`config.mk`:
```
export PLATFORM = sky130hd
export DESIGN_NAME = sfr_frame_rx
export DESIGN_NICKNAME = d
export VERILOG_FILES = /design/src/rtl/sfr_pkg.sv /design/src/rtl/sfr_ctr.sv /design/src/rtl/sfr_char_shift.sv /design/src/rtl/sfr_frame_rx.sv
export SDC_FILE = /design/constraint.sdc
export NUM_CORES = 1
export LEC_CHECK = 0
export ABC_CLOCK_PERIOD_IN_PS = 2850
export BUFFER_PORTS_ARGS = -buffer_cell sky130_fd_sc_hd__buf_4
export CAP_MARGIN = 20
export CORE_MARGIN = 2
export CORE_UTILIZATION = 31
export DETAILED_ROUTE_END_ITERATION = 7
export PLACE_DENSITY_LB_ADDON = 0.15
export SYNTH_ARGS = -nofsm -noshare
export SYNTH_HDL_FRONTEND = slang
export SYNTH_SLANG_ARGS = --single-unit
```
`constraint.sdc`:
```
create_clock -name clk -period 2.85 [get_ports clk]
set_clock_uncertainty 0.05 [all_clocks]
set_input_delay 0 -clock clk [delete_from_list [all_inputs] [get_ports clk]]
set_output_delay 0 -clock clk [all_outputs]
set_load 0.02 [all_outputs]
```
`src/rtl/sfr_pkg.sv`:
```
package sfr_pkg;
    localparam int CHAR_BITS = 10;

    typedef enum logic [1:0] {
        ST_UNSYNC,
        ST_SOF_LOW,
        ST_WAIT_START,
        ST_RX_CHAR
    } rx_state_e;

    typedef enum logic [1:0] {
        CH_DATA,
        CH_EOF,
        CH_BAD
    } char_kind_e;
endpackage

```
`src/rtl/sfr_ctr.sv`:
```
module sfr_ctr #(
    parameter int W = 4
) (
    input  logic         clk,
    input  logic         rst_n,
    input  logic         clr,
    input  logic         inc,
    output logic [W-1:0] q
);
    always_ff @(posedge clk or negedge rst_n) begin
        if (!rst_n)   q <= '0;
        else if (clr) q <= '0;
        else if (inc) q <= q + 1'b1;
    end
endmodule

```
`src/rtl/sfr_char_shift.sv`:
```
module sfr_char_shift
    import sfr_pkg::*;
(
    input  logic       clk,
    input  logic       rst_n,
    input  logic       shift_en,
    input  logic       bit_in,
    output char_kind_e kind_next,
    output logic [7:0] data_next
);
    logic [CHAR_BITS-1:0] word_q;
    logic [CHAR_BITS-1:0] word_next;

    // newest bit enters at the top; the start bit ends up at bit 0
    assign word_next = {bit_in, word_q[CHAR_BITS-1:1]};
    assign data_next = word_next[8:1];

    always_ff @(posedge clk or negedge rst_n) begin
        if (!rst_n)        word_q <= '0;
        else if (shift_en) word_q <= word_next;
    end

    always_comb begin
        if (word_next[CHAR_BITS-1] && !word_next[0]) kind_next = CH_DATA;
        else if (word_next == '0)                    kind_next = CH_EOF;
        else                                         kind_next = CH_BAD;
    end
endmodule

```
`src/rtl/sfr_frame_rx.sv`:
```
module sfr_frame_rx
    import sfr_pkg::*;
#(
    parameter int SAMPLES_PER_BIT = 4,
    parameter int SAMPLE_PHASE    = 2,
    parameter int SOF_MIN_BITS    = 10,
    parameter int SOF_MAX_BITS    = 12,
    parameter int START_WAIT_MAX  = 25,
    parameter int BUF_DEPTH       = 64
) (
    input  logic                         clk,
    input  logic                         rst_n,
    input  logic                         sample_valid,
    input  logic                         sample_bit,
    output logic                         buf_we,
    output logic [$clog2(BUF_DEPTH)-1:0] buf_addr,
    output logic [7:0]                   buf_data,
    output logic [$clog2(BUF_DEPTH+1)-1:0] byte_count,
    output logic                         frame_done,
    output logic                         in_frame
);
    localparam int IDX_W   = $clog2(SAMPLES_PER_BIT);
    localparam int BIT_LIM = (SOF_MAX_BITS + 1 > CHAR_BITS) ? SOF_MAX_BITS + 1 : CHAR_BITS;
    localparam int BIT_W   = $clog2(BIT_LIM + 1);
    localparam int WAIT_W  = $clog2(START_WAIT_MAX + 1);
    localparam int ADDR_W  = $clog2(BUF_DEPTH);
    localparam int CNT_W   = $clog2(BUF_DEPTH + 1);

    rx_state_e         state_q, state_d;
    logic [IDX_W-1:0]  idx_q;
    logic [BIT_W-1:0]  bits_q;
    logic [WAIT_W-1:0] wait_q;
    logic [CNT_W-1:0]  cnt_q;

    logic idx_rst, idx_adv, bits_rst, bits_inc, wait_rst, wait_inc;
    logic shift_en, cnt_clr, cnt_inc, ev_write, ev_done;
    logic at_phase, idx_wrap;
    char_kind_e kind_next;
    logic [7:0] data_next;

    // idx_q holds the index of the previously taken sample of the bit
    sfr_ctr #(.W(IDX_W)) u_idx (
        .clk(clk), .rst_n(rst_n),
        .clr(idx_rst | (idx_adv & idx_wrap)),
        .inc(idx_adv & ~idx_wrap),
        .q(idx_q)
    );

    sfr_ctr #(.W(BIT_W)) u_bits (
        .clk(clk), .rst_n(rst_n), .clr(bits_rst), .inc(bits_inc), .q(bits_q)
    );

    sfr_ctr #(.W(WAIT_W)) u_wait (
        .clk(clk), .rst_n(rst_n), .clr(wait_rst), .inc(wait_inc), .q(wait_q)
    );

    sfr_char_shift u_shift (
        .clk(clk), .rst_n(rst_n), .shift_en(shift_en), .bit_in(sample_bit),
        .kind_next(kind_next), .data_next(data_next)
    );

    assign at_phase = (idx_q == IDX_W'(SAMPLE_PHASE - 1));
    assign idx_wrap = (idx_q == IDX_W'(SAMPLES_PER_BIT - 1));

    always_comb begin
        state_d  = state_q;
        idx_rst  = 1'b0;
        idx_adv  = 1'b0;
        bits_rst = 1'b0;
        bits_inc = 1'b0;
        wait_rst = 1'b0;
        wait_inc = 1'b0;
        shift_en = 1'b0;
        cnt_clr  = 1'b0;
        cnt_inc  = 1'b0;
        ev_write = 1'b0;
        ev_done  = 1'b0;
        unique case (state_q)
            ST_UNSYNC: begin
                if (sample_valid && !sample_bit) begin
                    state_d  = ST_SOF_LOW;
                    idx_rst  = 1'b1;
                    bits_rst = 1'b1;
                end
            end
            ST_SOF_LOW: begin
                if (sample_valid) begin
                    idx_adv = 1'b1;
                    if (at_phase) begin
                        if (sample_bit) begin
                            if (bits_q >= BIT_W'(SOF_MIN_BITS)) begin
                                state_d  = ST_WAIT_START;
                                wait_rst = 1'b1;
                                cnt_clr  = 1'b1;
                            end else begin
                                state_d = ST_UNSYNC;
                            end
                        end else begin
                            bits_inc = 1'b1;
                            if (bits_q == BIT_W'(SOF_MAX_BITS)) state_d = ST_UNSYNC;
                        end
                    end
                end
            end
            ST_WAIT_START: begin
                if (sample_valid) begin
                    if (sample_bit) begin
                        if (wait_q == WAIT_W'(START_WAIT_MAX)) state_d = ST_UNSYNC;
                        else                                   wait_inc = 1'b1;
                    end else begin
                        state_d  = ST_RX_CHAR;
                        idx_rst  = 1'b1;
                        bits_rst = 1'b1;
                    end
                end
            end
            ST_RX_CHAR: begin
                if (sample_valid) begin
                    idx_adv = 1'b1;
                    if (at_phase) begin
                        shift_en = 1'b1;
                        bits_inc = 1'b1;
                        if (bits_q == BIT_W'(CHAR_BITS - 1)) begin
                            case (kind_next)
                                CH_DATA: begin
                                    ev_write = 1'b1;
                                    cnt_inc  = 1'b1;
                                    if (cnt_q == CNT_W'(BUF_DEPTH - 1)) begin
                                        state_d = ST_UNSYNC;
                                    end else begin
                                        state_d  = ST_WAIT_START;
                                        wait_rst = 1'b1;
                                    end
                                end
                                CH_EOF: begin
                                    state_d = ST_UNSYNC;
                                    ev_done = (cnt_q != '0);
                                end
                                default: state_d = ST_UNSYNC;
                            endcase
                        end
                    end
                end
            end
            default: state_d = ST_UNSYNC;
        endcase
    end

    // state register and byte count
    always_ff @(posedge clk or negedge rst_n) begin
        if (!rst_n) begin
            state_q <= ST_UNSYNC;
            cnt_q   <= '0;
        end else begin
            state_q <= state_d;
            if (cnt_clr)      cnt_q <= '0;
            else if (cnt_inc) cnt_q <= cnt_q + 1'b1;
        end
    end

    // registered output events
    always_ff @(posedge clk or negedge rst_n) begin
        if (!rst_n) begin
            buf_we     <= 1'b0;
            buf_addr   <= '0;
            buf_data   <= '0;
            frame_done <= 1'b0;
        end else begin
            buf_we     <= ev_write;
            frame_done <= ev_done;
            if (ev_write) begin
                buf_addr <= cnt_q[ADDR_W-1:0];
                buf_data <= data_next;
            end
        end
    end

    assign byte_count = cnt_q;
    assign in_frame   = (state_q == ST_WAIT_START) || (state_q == ST_RX_CHAR);
endmodule

```
---- Yosys cells after proc, flatten, opt, wreduce, memory -nomap -nowiden ----
Cells that the tools add are included.
word-level totals
  word-level logic and storage cells ...... 115
  bits in registers ....................... 46
  bits of input ports ..................... 4
cells by class
  eq/ne operators ......................... 19
  bitwise operators ....................... 4
  $add $sub $neg .......................... 4
  reduce and logical (&&, ||, !) cells .... 15
  muxes and demuxes ....................... 62
  $lt $le $gt $ge ......................... 1
operators with widths
  kind                   number
  $mux W2                18
  $mux W1                34
  $mux W7                2
  $ne A2 B2 Y1 const B   7
  $logic_not A10 Y1      1
  $mux W5                2
  $reduce_and A9 Y1      1
  $eq A4 B4 Y1 const B   2
  $mux W4                2
  $pmux W2 S4            1
  $reduce_bool A2 Y1     4
  $add A7 B1 Y7 const B  1
  $eq A7 B6 Y1 const B   1
  $reduce_bool A7 Y1     1
  $eq A2 B1 Y1 const B   3
  $eq A2 B2 Y1 const B   3
  $ne A3 B3 Y1 const B   2
  $pmux W1 S2            3
  $add A5 B1 Y5 const B  1
  $eq A5 B5 Y1 const B   1
  $add A4 B1 Y4 const B  1
  $ge A4 B4 Y1 const B   1
  $logic_not A2 Y1       2
  $add A2 B1 Y2 const B  1
  7 further kinds        10

---- Longest topological paths before layout ----
Gate-level depths: netlist of run 1.
  depth after elaboration ................. 11
  mapped depth ............................ 8

---- Cells and area by module ----
From an unflattened synthesis of run 1, not the netlist that was laid out.
unflattened totals
  cell total of the unflattened synthesis .. 199
  area, all modules ....................... 2260.9 um2
modules (own cells, without submodules)
  module             cells each  sequential area each (um2)  instances  area each (um2)
  sfr_frame_rx       121         625.6                       1          1288.7
  sfr_char_shift     33          225.2                       1          437.9
  sfr_ctr at u_wait  22          125.1                       1          252.7
  sfr_ctr at u_bits  16          100.1                       1          192.7
  sfr_ctr at u_idx   7           50.0                        1          88.8

---- Worst setup path before layout of run 1 ----
Ideal clock, no wire load.
  path kind ............................... register to register
  from .................................... reg u_idx.q[1]
  to ...................................... reg buf_addr[0]
  cell stages (with the launch flop) ...... 8
  arrival time ............................ 1.563 ns
  path slack .............................. 1.112 ns
  library setup time ...................... 0.125 ns
  required time ........................... 2.675 ns
  cells stage by stage .................... dfrtp_1 > inv_1 > ha_1 > and4_4 > and3_4 > buf_6 > buf_12 > mux2_4
between the ends
  cells in the longest elaborated chain, start to end .. 4
RTL lines
  item                    RTL line             RTL
  start, declared         sfr_ctr.sv:8         output logic [W-1:0] q
  start signal, assigned  sfr_ctr.sv:13        else if (inc) q <= q + 1'b1;
  $eq A2 B1 Y1            sfr_frame_rx.sv:62   assign at_phase = (idx_q == IDX_W'(SAMPLE_PHASE - 1));
  $mux W1 (3 in a row)    n/a
  via cnt_inc             sfr_frame_rx.sv:36   logic shift_en, cnt_clr, cnt_inc, ev_write, ev_done;
  end signal, assigned    sfr_frame_rx.sv:172  buf_addr <= cnt_q[ADDR_W-1:0];
  end, declared           sfr_frame_rx.sv:16   output logic [$clog2(BUF_DEPTH)-1:0] buf_addr,
The timed path passes the listed nets, and every way through them passes these cells.
A chain may end at the register's enable or synchronous reset.

---- Worst setup path in the final report of run 1 ----
  from .................................... reg u_bits.q[1]
  to ...................................... reg buf_data[4]
between the ends
  cells in the longest elaborated chain, start to end .. 5
RTL lines
  item                    RTL line             RTL
  start, declared         sfr_ctr.sv:8
  start signal, assigned  sfr_ctr.sv:13
  $eq A4 B4 Y1            sfr_frame_rx.sv:123  if (bits_q == BIT_W'(CHAR_BITS - 1)) begin
  $mux W1                 sfr_frame_rx.sv:123
  $mux W1                 sfr_frame_rx.sv:120  if (at_phase) begin
  $mux W1                 sfr_frame_rx.sv:118  if (sample_valid) begin
  $mux W1                 sfr_frame_rx.sv:78   unique case (state_q)
  end signal, assigned    sfr_frame_rx.sv:173  buf_data <= data_next;
  end, declared           sfr_frame_rx.sv:17   output logic [7:0] buf_data,
No other way between the ends.

==> flow_metrics.env, run 1 <==
export IMPL_start_util_pct=32.3
export IMPL_critPathRequiredTime_ps=2990
export IMPL_setup_viol_count_final=0
export IMPL_total_power_mw=1.75
export IMPL_synth_cells=190
export IMPL_die_area_mm2=0.00786
export IMPL_synth_edf_count=0
export IMPL_synth_cell_type_count=38
export IMPL_clk_latency_ps=300
export IMPL_area_delta_synth_final_pct=16.3
export IMPL_grt_pass1_vias=1445
export IMPL_holdCritPathClass="input pin to flip-flop"
export IMPL_internal_power_mw=1.17
export IMPL_max_slew_margin_rel_pct=62.3
export IMPL_vias_per_cell=4.70
export IMPL_period_needed_ps=1850
export IMPL_combPwrFrac_pct=25.0
export IMPL_status="completed"
export IMPL_yosysMostFrequentCell="dfrtp_1"
export IMPL_dr_pass1_iters=4
export IMPL_drive_gt1_share_pct=28.3
export IMPL_overflow=0
export IMPL_synth_top_area_share_pct=50.7
export IMPL_crit_type="flip-flop to flip-flop"
export IMPL_synth_commonest_cells="dfrtp_1, nor2_1, mux2_2"
export IMPL_p_seq_share_pct=52.5
export IMPL_grt_max_degree=46
export IMPL_grt_setup_unrepaired="false"
export IMPL_drc=0
export IMPL_clock_sinks=45
export IMPL_p_sw_share_pct=33.4
export IMPL_worstPathCellList="inv_1 > ha_1 > and3b_4 > and3_4 > mux2_2"
export IMPL_cp_max_fo=17
export IMPL_portBuffers=27
export IMPL_hold_violations=0
export IMPL_postRouteAntennaNets=0
export IMPL_core_mm2=0.00687
export IMPL_syn_avg_cell_area_um2=11.7
export IMPL_ys_ff_latch=45
export IMPL_hpwlAfterDp_um=2960
export IMPL_synth_fp_nets=204
export IMPL_cp_slowest_cell="dfrtp_1"
export IMPL_setup_tns_final_ps=0
export IMPL_fp_dieW_um=88.7
export IMPL_crit_path_start="u_bits.q[1]"
export IMPL_io_pins=28
export IMPL_power_density_mw_per_mm2=678
export IMPL_min_from="sample_bit"
export IMPL_cts_setup_buffers=0
export IMPL_clk_pin_slew_ps=90
export IMPL_netlist_area_mm2=0.00222
export IMPL_placedCellCount=305
export IMPL_fmax_mhz=540
export IMPL_cpPeakStageDelay_ps=440
export IMPL_p_sw_mw=0.585
export IMPL_ys_flop_type="dfrtp_1"
export IMPL_die_h_um=88.7
export IMPL_drtIter0Drc=44
export IMPL_gp_congestion=0.777
export IMPL_antenna_found_initial=0
export IMPL_slew_violations=0
export IMPL_rows=30
export IMPL_crit_path_start_kind="flip-flop"
export IMPL_nets=232
export IMPL_grt_pass1_wl_um=6990
export IMPL_async_flop_share_pct=100
export IMPL_antenna_cells=0
export IMPL_vias=1482
export IMPL_cts_tree="yes"
export IMPL_stdcell_count=315
export IMPL_yosys_warnings=0
export IMPL_cts_root_buffer="clkbuf_8"
export IMPL_timing_rr_start="u_bits.q[1]"
export IMPL_power_leakage_nw=1.21
export IMPL_cts_buffers=5
export IMPL_yosysTopAreaCell="dfrtp_1"
export IMPL_worst_slew_pin_slew_ps=566
export IMPL_drt_total_wl_um=4240
export IMPL_ir_drop_mv=0.235
export IMPL_grt_util_all_layers_pct=11.5
export IMPL_wl_per_cell_um=13.5
export IMPL_clock_power_share_pct=22.6
export IMPL_crit_arrival_ps=1990
export IMPL_ys_top_cells_by_area="dfrtp_1, mux2_2, ha_1, mux2_4, xnor2_1"
export IMPL_synth_seq_area_share_pct=50.7
export IMPL_cts_max_level=2
export IMPL_cp_end_kind="flip-flop"
export IMPL_drv_cap=0
export IMPL_fin_crit_sh_pct=65.0
export IMPL_cts_buffer_depth=2
[through the flow]
| stage | utilization [%] | area [um^2] | hold slack (ps) | setup slack, ps |
|---|---|---|---|---|
| 2_1_floorplan | - | 2220 | -346 | 1110 |
| 3_3_place_gp | 36.1 | 2480 | -3.49 | 1030 |
| 3_5_place_dp | 36.1 | 2480 | -1.81 | 987 |
| 4_1_cts | 37.6 | 2580 | 31.2 | 976 |
| 5_1_grt | 37.6 | 2580 | 44.6 | 889 |
| 6_report | 37.6 | 2580 | 28.0 | 997 |
[critical path: cells and delay by family, from the launching register on]
kind / cells / cell delay, ps
adders and majority gates: 1 / 180
muxes: 1 / 370
buffers and inverters: 1 / 100
DFF: 1 / 440
and+or+nand+nor: 2 / 610
[cells in the final DEF (no fill, tap or decap), types with 4 or more instances in the layout]
cell type,instances
nand3_1,4
mux2_2,15
mux2_4,7
inv_1,10
nand3b_1,4
clkbuf_8,5
buf_4,27
xnor2_1,10
nand4_1,6
nor2_1,20
nand2_1,10
o21ai_0,5
nor4_1,7
dfrtp_1,45
a21oi_1,6
ha_1,10
[cell families after synthesis]
logic type	after synthesis	synth area share, %
AOI/OAI and AO/OA	18	5.35
xor gates and xnor gates	12	4.73
adders and majority gates	10	5.63
buffers and inverters	18	4.73
DFF	45	50.7
muxes	23	12.8
and+or+nand+nor	64	16.1
[state kept, by name (all words and copies together) (netlist names)]
register,flops
buf_addr,6
u_bits.q,4
u_shift.word_q,9
frame_done,1
byte_count,7
u_wait.q,5
buf_we,1
buf_data,8
state_q,2
u_idx.q,2
[path summary, 6_finish.rpt]
path                       slack (ps)  cells past startpoint                 to
setup / recovery                 1000                      5        buf_data[4]
hold / removal                     30                      3  u_shift.word_q[9]
setup reg to reg                 1000                      5        buf_data[4]
hold reg to reg                   460                      1        buf_data[2]
max in group asynchronous        2170                      2        u_bits.q[1]
min in group asynchronous         180                      2        u_bits.q[3]
[routing by layer]
layer | up-vias | GRT usage [%] | routed length (um)
li1 | 726 | - | -
met1 | 726 | 15.7 | 2140
met2 | 26 | 17.4 | 1890
met3 | 4 | 3.17 | 159
met4 | 0 | 4.13 | 55
met5 | - | 0 | 0
[layout make-up]
type / instances / area, um^2
Timing Repair Buffer: 29 / 223
Fill cell: 681 / 4280
Clock buffer: 6 / 72.6
Sequential cell: 45 / 1130
Multi-Input combinational cell: 127 / 991
Inverter: 10 / 37.5
Clock inverter: 2 / 15.0
Tap cell: 96 / 120
[power by group through the flow]
stage	Combinational (mW)	Sequential (mW)	Clock (mW)
floorplan	0.330	0.905	0
global placement	0.438	0.935	0
detailed placement	0.441	0.935	0
CTS	0.446	0.922	0.412
global route	0.503	0.948	0.432
finish	0.437	0.920	0.395
[repair_timing]
action	CTS	global route
gates resized for setup	0	0
hold buffers	2	0
endpoints found under the hold margin	46	0
(Power assumes the default switching activity.)
==> inputs of run 2 (changes only) <==
--- a/config.mk
+++ b/config.mk
@@ -5,7 +5,7 @@
 export SDC_FILE = /design/constraint.sdc
 export NUM_CORES = 1
 export LEC_CHECK = 0
-export ABC_CLOCK_PERIOD_IN_PS = 2850
+export ABC_CLOCK_PERIOD_IN_PS = 1700
 export BUFFER_PORTS_ARGS = -buffer_cell sky130_fd_sc_hd__buf_4
 export CAP_MARGIN = 20
 export CORE_MARGIN = 2
==> constraint.sdc (replaced) <==
create_clock -name clk -period 1.7 [get_ports clk]
set_clock_uncertainty 0.05 [all_clocks]
set_input_delay 0 -clock clk [delete_from_list [all_inputs] [get_ports clk]]
set_output_delay 0 -clock clk [all_outputs]
set_load 0.02 [all_outputs]
==> run 2 against run 1 <==
Flip-flop and latch count unchanged; non-clock buffer count increased by 27; sequential power increased by 62%; die area unchanged; highest routed layer unchanged; largest cell class unchanged; largest power group unchanged; register-to-register slack got worse by 930 ps; critical endpoint unchanged; wire length increased by 8.4%.
==> flow_metrics.env, run 2 (synthesis gave the netlist of run 1 again) <==
export IMPL_timing_rr_start="u_idx.q[1]"
export IMPL_highest_layer="met4"
export IMPL_die_area_mm2=0.00786
export IMPL_fmax_mhz=613
export IMPL_grt_max_degree=46
export IMPL_fin_crit_sh_pct=96.0
export IMPL_period_needed_ps=1630
export IMPL_hold_path_end="u_shift.word_q[9]"
export IMPL_met1_length_um=2230
export IMPL_antenna_cells=0
export IMPL_worstPathCellList="inv_2 > ha_4 > and4_4 > and3_4 > buf_12 > mux2_2"
export IMPL_postRouteAntennaNets=0
export IMPL_setup_viol_count_final=0
export IMPL_total_power_mw=3.25
export IMPL_grt_pass1_vias=1593
export IMPL_cp_end_kind="flip-flop"
export IMPL_crit_type="flip-flop to flip-flop"
export IMPL_cts_buffers=5
export IMPL_hpwlAfterDp_um=3220
export IMPL_status="completed"
export IMPL_area_delta_synth_final_pct=29.2
export IMPL_holdCritPathClass="input pin to flip-flop"
export IMPL_clk_latency_ps=310
export IMPL_io_pins=28
export IMPL_min_from="sample_bit"
export IMPL_layout_common_cells="buf_4, dfrtp_1, nor2_1"
export IMPL_fp_dieW_um=88.7
export IMPL_ff2ff_path_depth=6
export IMPL_wl_met3_um=150
export IMPL_clock_sinks=45
export IMPL_die_h_um=88.7
export IMPL_drt_total_wl_um=4590
export IMPL_largest_register_ffs=9
export IMPL_power_leakage_nw=1.36
export IMPL_ir_drop_mv=0.333
export IMPL_critPathRequiredTime_ps=1860
export IMPL_wl_per_cell_um=13.4
export IMPL_cts_tree="yes"
export IMPL_antenna_found_initial=0
export IMPL_cp_slowest_cell="dfrtp_1"
export IMPL_nets=259
export IMPL_vias=1554
export IMPL_overflow=0
export IMPL_cp_max_fo=7
export IMPL_drtIter0Drc=28
export IMPL_vias_per_cell=4.54
export IMPL_cts_buffer_depth=2
export IMPL_cpPeakStageDelay_ps=390
export IMPL_crit_arrival_ps=1790
export IMPL_clk_pin_slew_ps=90
export IMPL_drive_gt1_share_pct=39.0
export IMPL_gp_congestion=0.820
export IMPL_slew_violations=0
export IMPL_worst_slew_pin_slew_ps=573
export IMPL_dr_pass1_iters=4
export IMPL_cts_root_buffer="clkbuf_8"
export IMPL_drv_cap=0
export IMPL_portBuffers=27
export IMPL_pre_cts_slack_ps=-54.8
export IMPL_max_slew_margin_rel_pct=61.8
export IMPL_worstHoldPathCells=3
export IMPL_rr_endpoint="buf_data[4]"
export IMPL_core_mm2=0.00687
export IMPL_dr_wl_met2_um=2070
export IMPL_largest_register="u_shift.word_q"
export IMPL_final_common_cell="buf_4"
export IMPL_start_util_pct=32.3
export IMPL_grt_pass1_wl_um=7870
export IMPL_r2r_slack_ps=70
export IMPL_hold_violations=0
export IMPL_drc=0
export IMPL_power_density_mw_per_mm2=1130
export IMPL_cts_max_level=2
export IMPL_crit_path_start_kind="flip-flop"
export IMPL_grt_util_all_layers_pct=13.3
export IMPL_fin_ws_ps=68.0
export IMPL_rows=30
## run 2: cell count changes in the layout (fill, tap and decap cells not counted), sizes merged
| cell | delta |
|---|---|
| buf | +27 |
| clkbuf | -1 |
| clkinv | +1 |
| clkinvlp | -1 |
| inv | +1 |
## run 2: through the flow
stage / instance area, um^2 / cells / TNS, ps / utilization [%] / hold WS (ps)
3_3_place_gp: 2650 / 327 / -264 / 38.5 / -1.50
3_5_place_dp: 2650 / 327 / -411 / 38.5 / -1.70
5_1_grt: 2870 / 342 / -2.77 / 41.8 / 38.6
4_1_cts: 2810 / 340 / 0 / 40.9 / 14.1
6_report: 2870 / 342 / 0 / 41.8 / 15.8
2_1_floorplan: 2220 / 190 / -237 / - / -346
## run 2: power breakdown
group	switching [mW]	total (mW)	internal [mW]
combinational	0.486	1.07	0.580
clock	0.401	0.693	0.292
sequential	0.199	1.49	1.29
total	1.09	3.25	2.16
## run 2: final cells by class
cell class | count | area, um^2
clock buffers | 5 | 68.8
fillers | 684 | 4000
multi-input cells | 127 | 1040
repair buffers | 56 | 454
clock inverters | 3 | 21.3
flip-flops and latches | 45 | 1130
well taps | 96 | 120
inverters | 10 | 37.5
## run 2: critical path, delay by kind of cell, from the launching register on
| family | cells | cell delay (ps) |
|---|---|---|
| AND/OR/NAND/NOR | 2 | 440 |
| flip-flops | 1 | 390 |
| multiplexers | 1 | 330 |
| buffers and inverters | 2 | 210 |
| adder cells (fa/ha/maj) | 1 | 120 |
## run 2: worst max-delay path by stage
stage / startpoint / endpoint / slack (ps)
floorplan: u_bits.q[1] / buf_addr[0] / -30
global placement: u_idx.q[1] / buf_data[3] / -40
detailed placement: u_idx.q[1] / buf_addr[5] / -50
CTS: u_idx.q[1] / buf_addr[4] / 10
global route: u_bits.q[0] / u_wait.q[1] / -3
finish: u_idx.q[1] / buf_data[4] / 70
## run 2: per-layer routing
layer | up-vias | global-route usage (%)
li1 | 777 | -
met1 | 746 | 17.3
met2 | 24 | 20.1
met3 | 7 | 3.36
met4 | 0 | 7.44
met5 | - | 0
## run 2: what timing repair did
| action | 4_1_cts | 5_1_grt |
|---|---|---|
| pin swaps | 0 | 1 |
| endpoints found under the hold margin | 46 | 0 |
| hold buffers | 2 | 0 |
| resized for setup | 1 | 10 |
| endpoints found under the setup margin | 15 | 22 |
| buffers inserted | 3 | 2 |
| gates cloned | 0 | 0 |
==> inputs of run 3 (changes only) <==
--- a/config.mk
+++ b/config.mk
@@ -5,12 +5,13 @@
 export SDC_FILE = /design/constraint.sdc
 export NUM_CORES = 1
 export LEC_CHECK = 0
-export ABC_CLOCK_PERIOD_IN_PS = 1700
-export BUFFER_PORTS_ARGS = -buffer_cell sky130_fd_sc_hd__buf_4
+export ABC_CLOCK_PERIOD_IN_PS = 1320
 export CAP_MARGIN = 20
 export CORE_MARGIN = 2
 export CORE_UTILIZATION = 31
 export DETAILED_ROUTE_END_ITERATION = 7
+export DONT_BUFFER_PORTS = 1
+export MAX_ROUTING_LAYER = met4
 export PLACE_DENSITY_LB_ADDON = 0.15
 export SYNTH_ARGS = -nofsm -noshare
 export SYNTH_HDL_FRONTEND = slang
==> constraint.sdc (replaced) <==
create_clock -name clk -period 1.32 [get_ports clk]
set_clock_uncertainty 0.05 [all_clocks]
set_input_delay 0 -clock clk [delete_from_list [all_inputs] [get_ports clk]]
set_output_delay 0 -clock clk [all_outputs]
set_load 0.02 [all_outputs]
==> run 3 against run 2 <==
The flow now finishes with violations (setup timing); wire length is 16% higher; setup slack worse by 420 ps; final cell count is 0.29% lower; power is 53% higher; largest power group is now combinational cells; highest routed layer unchanged; clock-buffer cell count is 1 higher; sequential share of layout area is 4.1 points lower; sequential power is 31% higher; clock power is 52% higher; core utilization is 5.0 points higher; non-clock buffer count is 1 lower; flip-flop and latch count stayed put; first-iteration DRC count grew to 2.6 times the previous value.
==> flow_metrics.env, run 3 (synthesis gave the netlist of run 1 again) <==
export IMPL_status="complete, but fails checks"
export IMPL_violations="setup timing"
export IMPL_overflow=0
export IMPL_grt_setup_unrepaired="true"
export IMPL_dr_pass1_iters=4
export IMPL_hold_violations=0
export IMPL_drv_cap=0
export IMPL_antenna_cells=0
export IMPL_holdCritPathClass="input pin to flip-flop"
export IMPL_wl_per_cell_um=15.6
export IMPL_fillers=635
export IMPL_period_needed_ps=1670
export IMPL_seqCellArea_mm2=0.00113
export IMPL_cts_max_level=2
export IMPL_clock_power_share_pct=21.1
export IMPL_combPwrFrac_pct=39.5
export IMPL_start_util_pct=32.3
export IMPL_worst_slew_pin_slew_ps=396
export IMPL_largest_register_ffs=9
export IMPL_fin_ws_ps=-354
export IMPL_cts_root_buffer="clkbuf_8"
export IMPL_rows=30
export IMPL_crit_path_start="u_idx.q[1]"
export IMPL_drtIter0Drc=73
export IMPL_critPathRequiredTime_ps=1450
export IMPL_cts_tree="yes"
export IMPL_grt_max_degree=46
export IMPL_grt_pass1_vias=1714
export IMPL_setup_tns_final_ps=-9930
export IMPL_cts_buffers=5
export IMPL_layout_common_cells="dfrtp_1, buf_4, mux2_4"
export IMPL_final_area_mm2=0.00322
export IMPL_die_h_um=88.7
export IMPL_p_sw_share_pct=33.1
export IMPL_timing_rr_start="u_idx.q[1]"
export IMPL_clock_sinks=45
export IMPL_setup_viol_count_final=43
export IMPL_cp_end_kind="flip-flop"
export IMPL_io_pins=28
export IMPL_clk_latency_ps=300
export IMPL_area_delta_synth_final_pct=44.8
export IMPL_grt_pass1_wl_um=8290
export IMPL_min_from="sample_bit"
export IMPL_crit_type="flip-flop to flip-flop"
export IMPL_ir_drop_mv=0.737
export IMPL_cts_buffer_depth=2
export IMPL_total_power_mw=4.96
export IMPL_grt_util_all_layers_pct=14.4
export IMPL_postRouteAntennaNets=0
export IMPL_fp_dieW_um=88.7
export IMPL_drc=0
export IMPL_gp_congestion=0.791
export IMPL_power_leakage_nw=1.45
export IMPL_vias_per_cell=4.84
export IMPL_p_seq_share_pct=39.4
export IMPL_clk_pin_slew_ps=90
export IMPL_cp_max_fo=8
export IMPL_max_slew_margin_rel_pct=73.3
export IMPL_internal_power_mw=3.32
export IMPL_slew_violations=0
export IMPL_antenna_found_initial=0
export IMPL_hpwlAfterDp_um=3480
export IMPL_drt_total_wl_um=5320
export IMPL_multi_input_area_mm2=0.00129
export IMPL_placed_area_mm2=0.00263
export IMPL_fmax_mhz=597
export IMPL_portBuffers=0
export IMPL_crit_arrival_ps=1800
export IMPL_drive_gt1_share_pct=49.8
export IMPL_fin_crit_sh_pct=127
export IMPL_p_sw_mw=1.64
export IMPL_power_density_mw_per_mm2=1540
export IMPL_largest_register="u_shift.word_q"
export IMPL_core_mm2=0.00687
export IMPL_crit_path_start_kind="flip-flop"
export IMPL_die_area_mm2=0.00786
export IMPL_final_common_cell="dfrtp_1"
export IMPL_nets=258
export IMPL_vias=1650
[run 3: final cells by class]
class                           instances  area share (%)
Multi-Input combinational cell        127            40.1
Sequential cell                        45            35.1
Timing Repair Buffer                   55            16.4
Tap cell                               96            3.73
Clock buffer                            6            2.26
Clock inverter                          2            1.21
Inverter                               10            1.17
[run 3: timing repair]
item	4_1_cts	5_1_grt
setup endpoints to repair	43	44
setup buffers	2	8
gates cloned	0	2
pin swaps	9	12
hold buffers	3	1
hold endpoints to repair	57	3
gates resized for setup	21	43
[run 3: metal layers]
layer / vias to the layer above / GRT usage (%) / share of wire, % / routed length, um
met4: 0 / 4.82 / 0.71 / 38
met3: 2 / 4.57 / 3.7 / 199
met2: 26 / 22.5 / 49 / 2620
li1: 776 / - / - / -
met5: - / - / 0 / 0
met1: 846 / 17.6 / 46 / 2460
[run 3: path summary, 6_finish.rpt]
kind	cells after the start	end	slack, ps
min in group asynchronous	2	byte_count[5]	160
min reg2reg	2	u_wait.q[4]	510
max in group asynchronous	2	u_bits.q[0]	850
min	4	state_q[1]	20
max	6	buf_addr[3]	-350
max reg2reg	6	buf_addr[3]	-350
[run 3: power groups by stage]
| stage | registers (mW) | clock network, mW | logic, mW |
|---|---|---|---|
| after floorplan | 1.96 | 0 | 0.755 |
| after global placement | 1.92 | 0 | 1.36 |
| after detailed placement | 1.93 | 0 | 1.40 |
| after CTS | 1.91 | 1.08 | 1.57 |
| after global routing | 1.99 | 1.13 | 2.14 |
| final | 1.95 | 1.05 | 1.96 |
[run 3: stage by stage]
| stage | util, % | worst slack, ps | instances | hold WS [ps] |
|---|---|---|---|---|
| floorplan | - | -414 | 190 | -346 |
| global placement | 38.3 | -389 | 318 | -343 |
| detailed placement | 38.3 | -423 | 318 | -344 |
| CTS | 42.5 | -348 | 331 | -194 |
| global route | 46.8 | -400 | 341 | 44.8 |
| finish | 46.8 | -354 | 341 | 20.6 |
[run 3: worst max-delay path, stage by stage, from the launching register on]
cell     delay, ps
dfrtp_1        400
inv_2           70
ha_4           120
and4_4         220
and3_4         240
buf_12         140
mux2_4         300
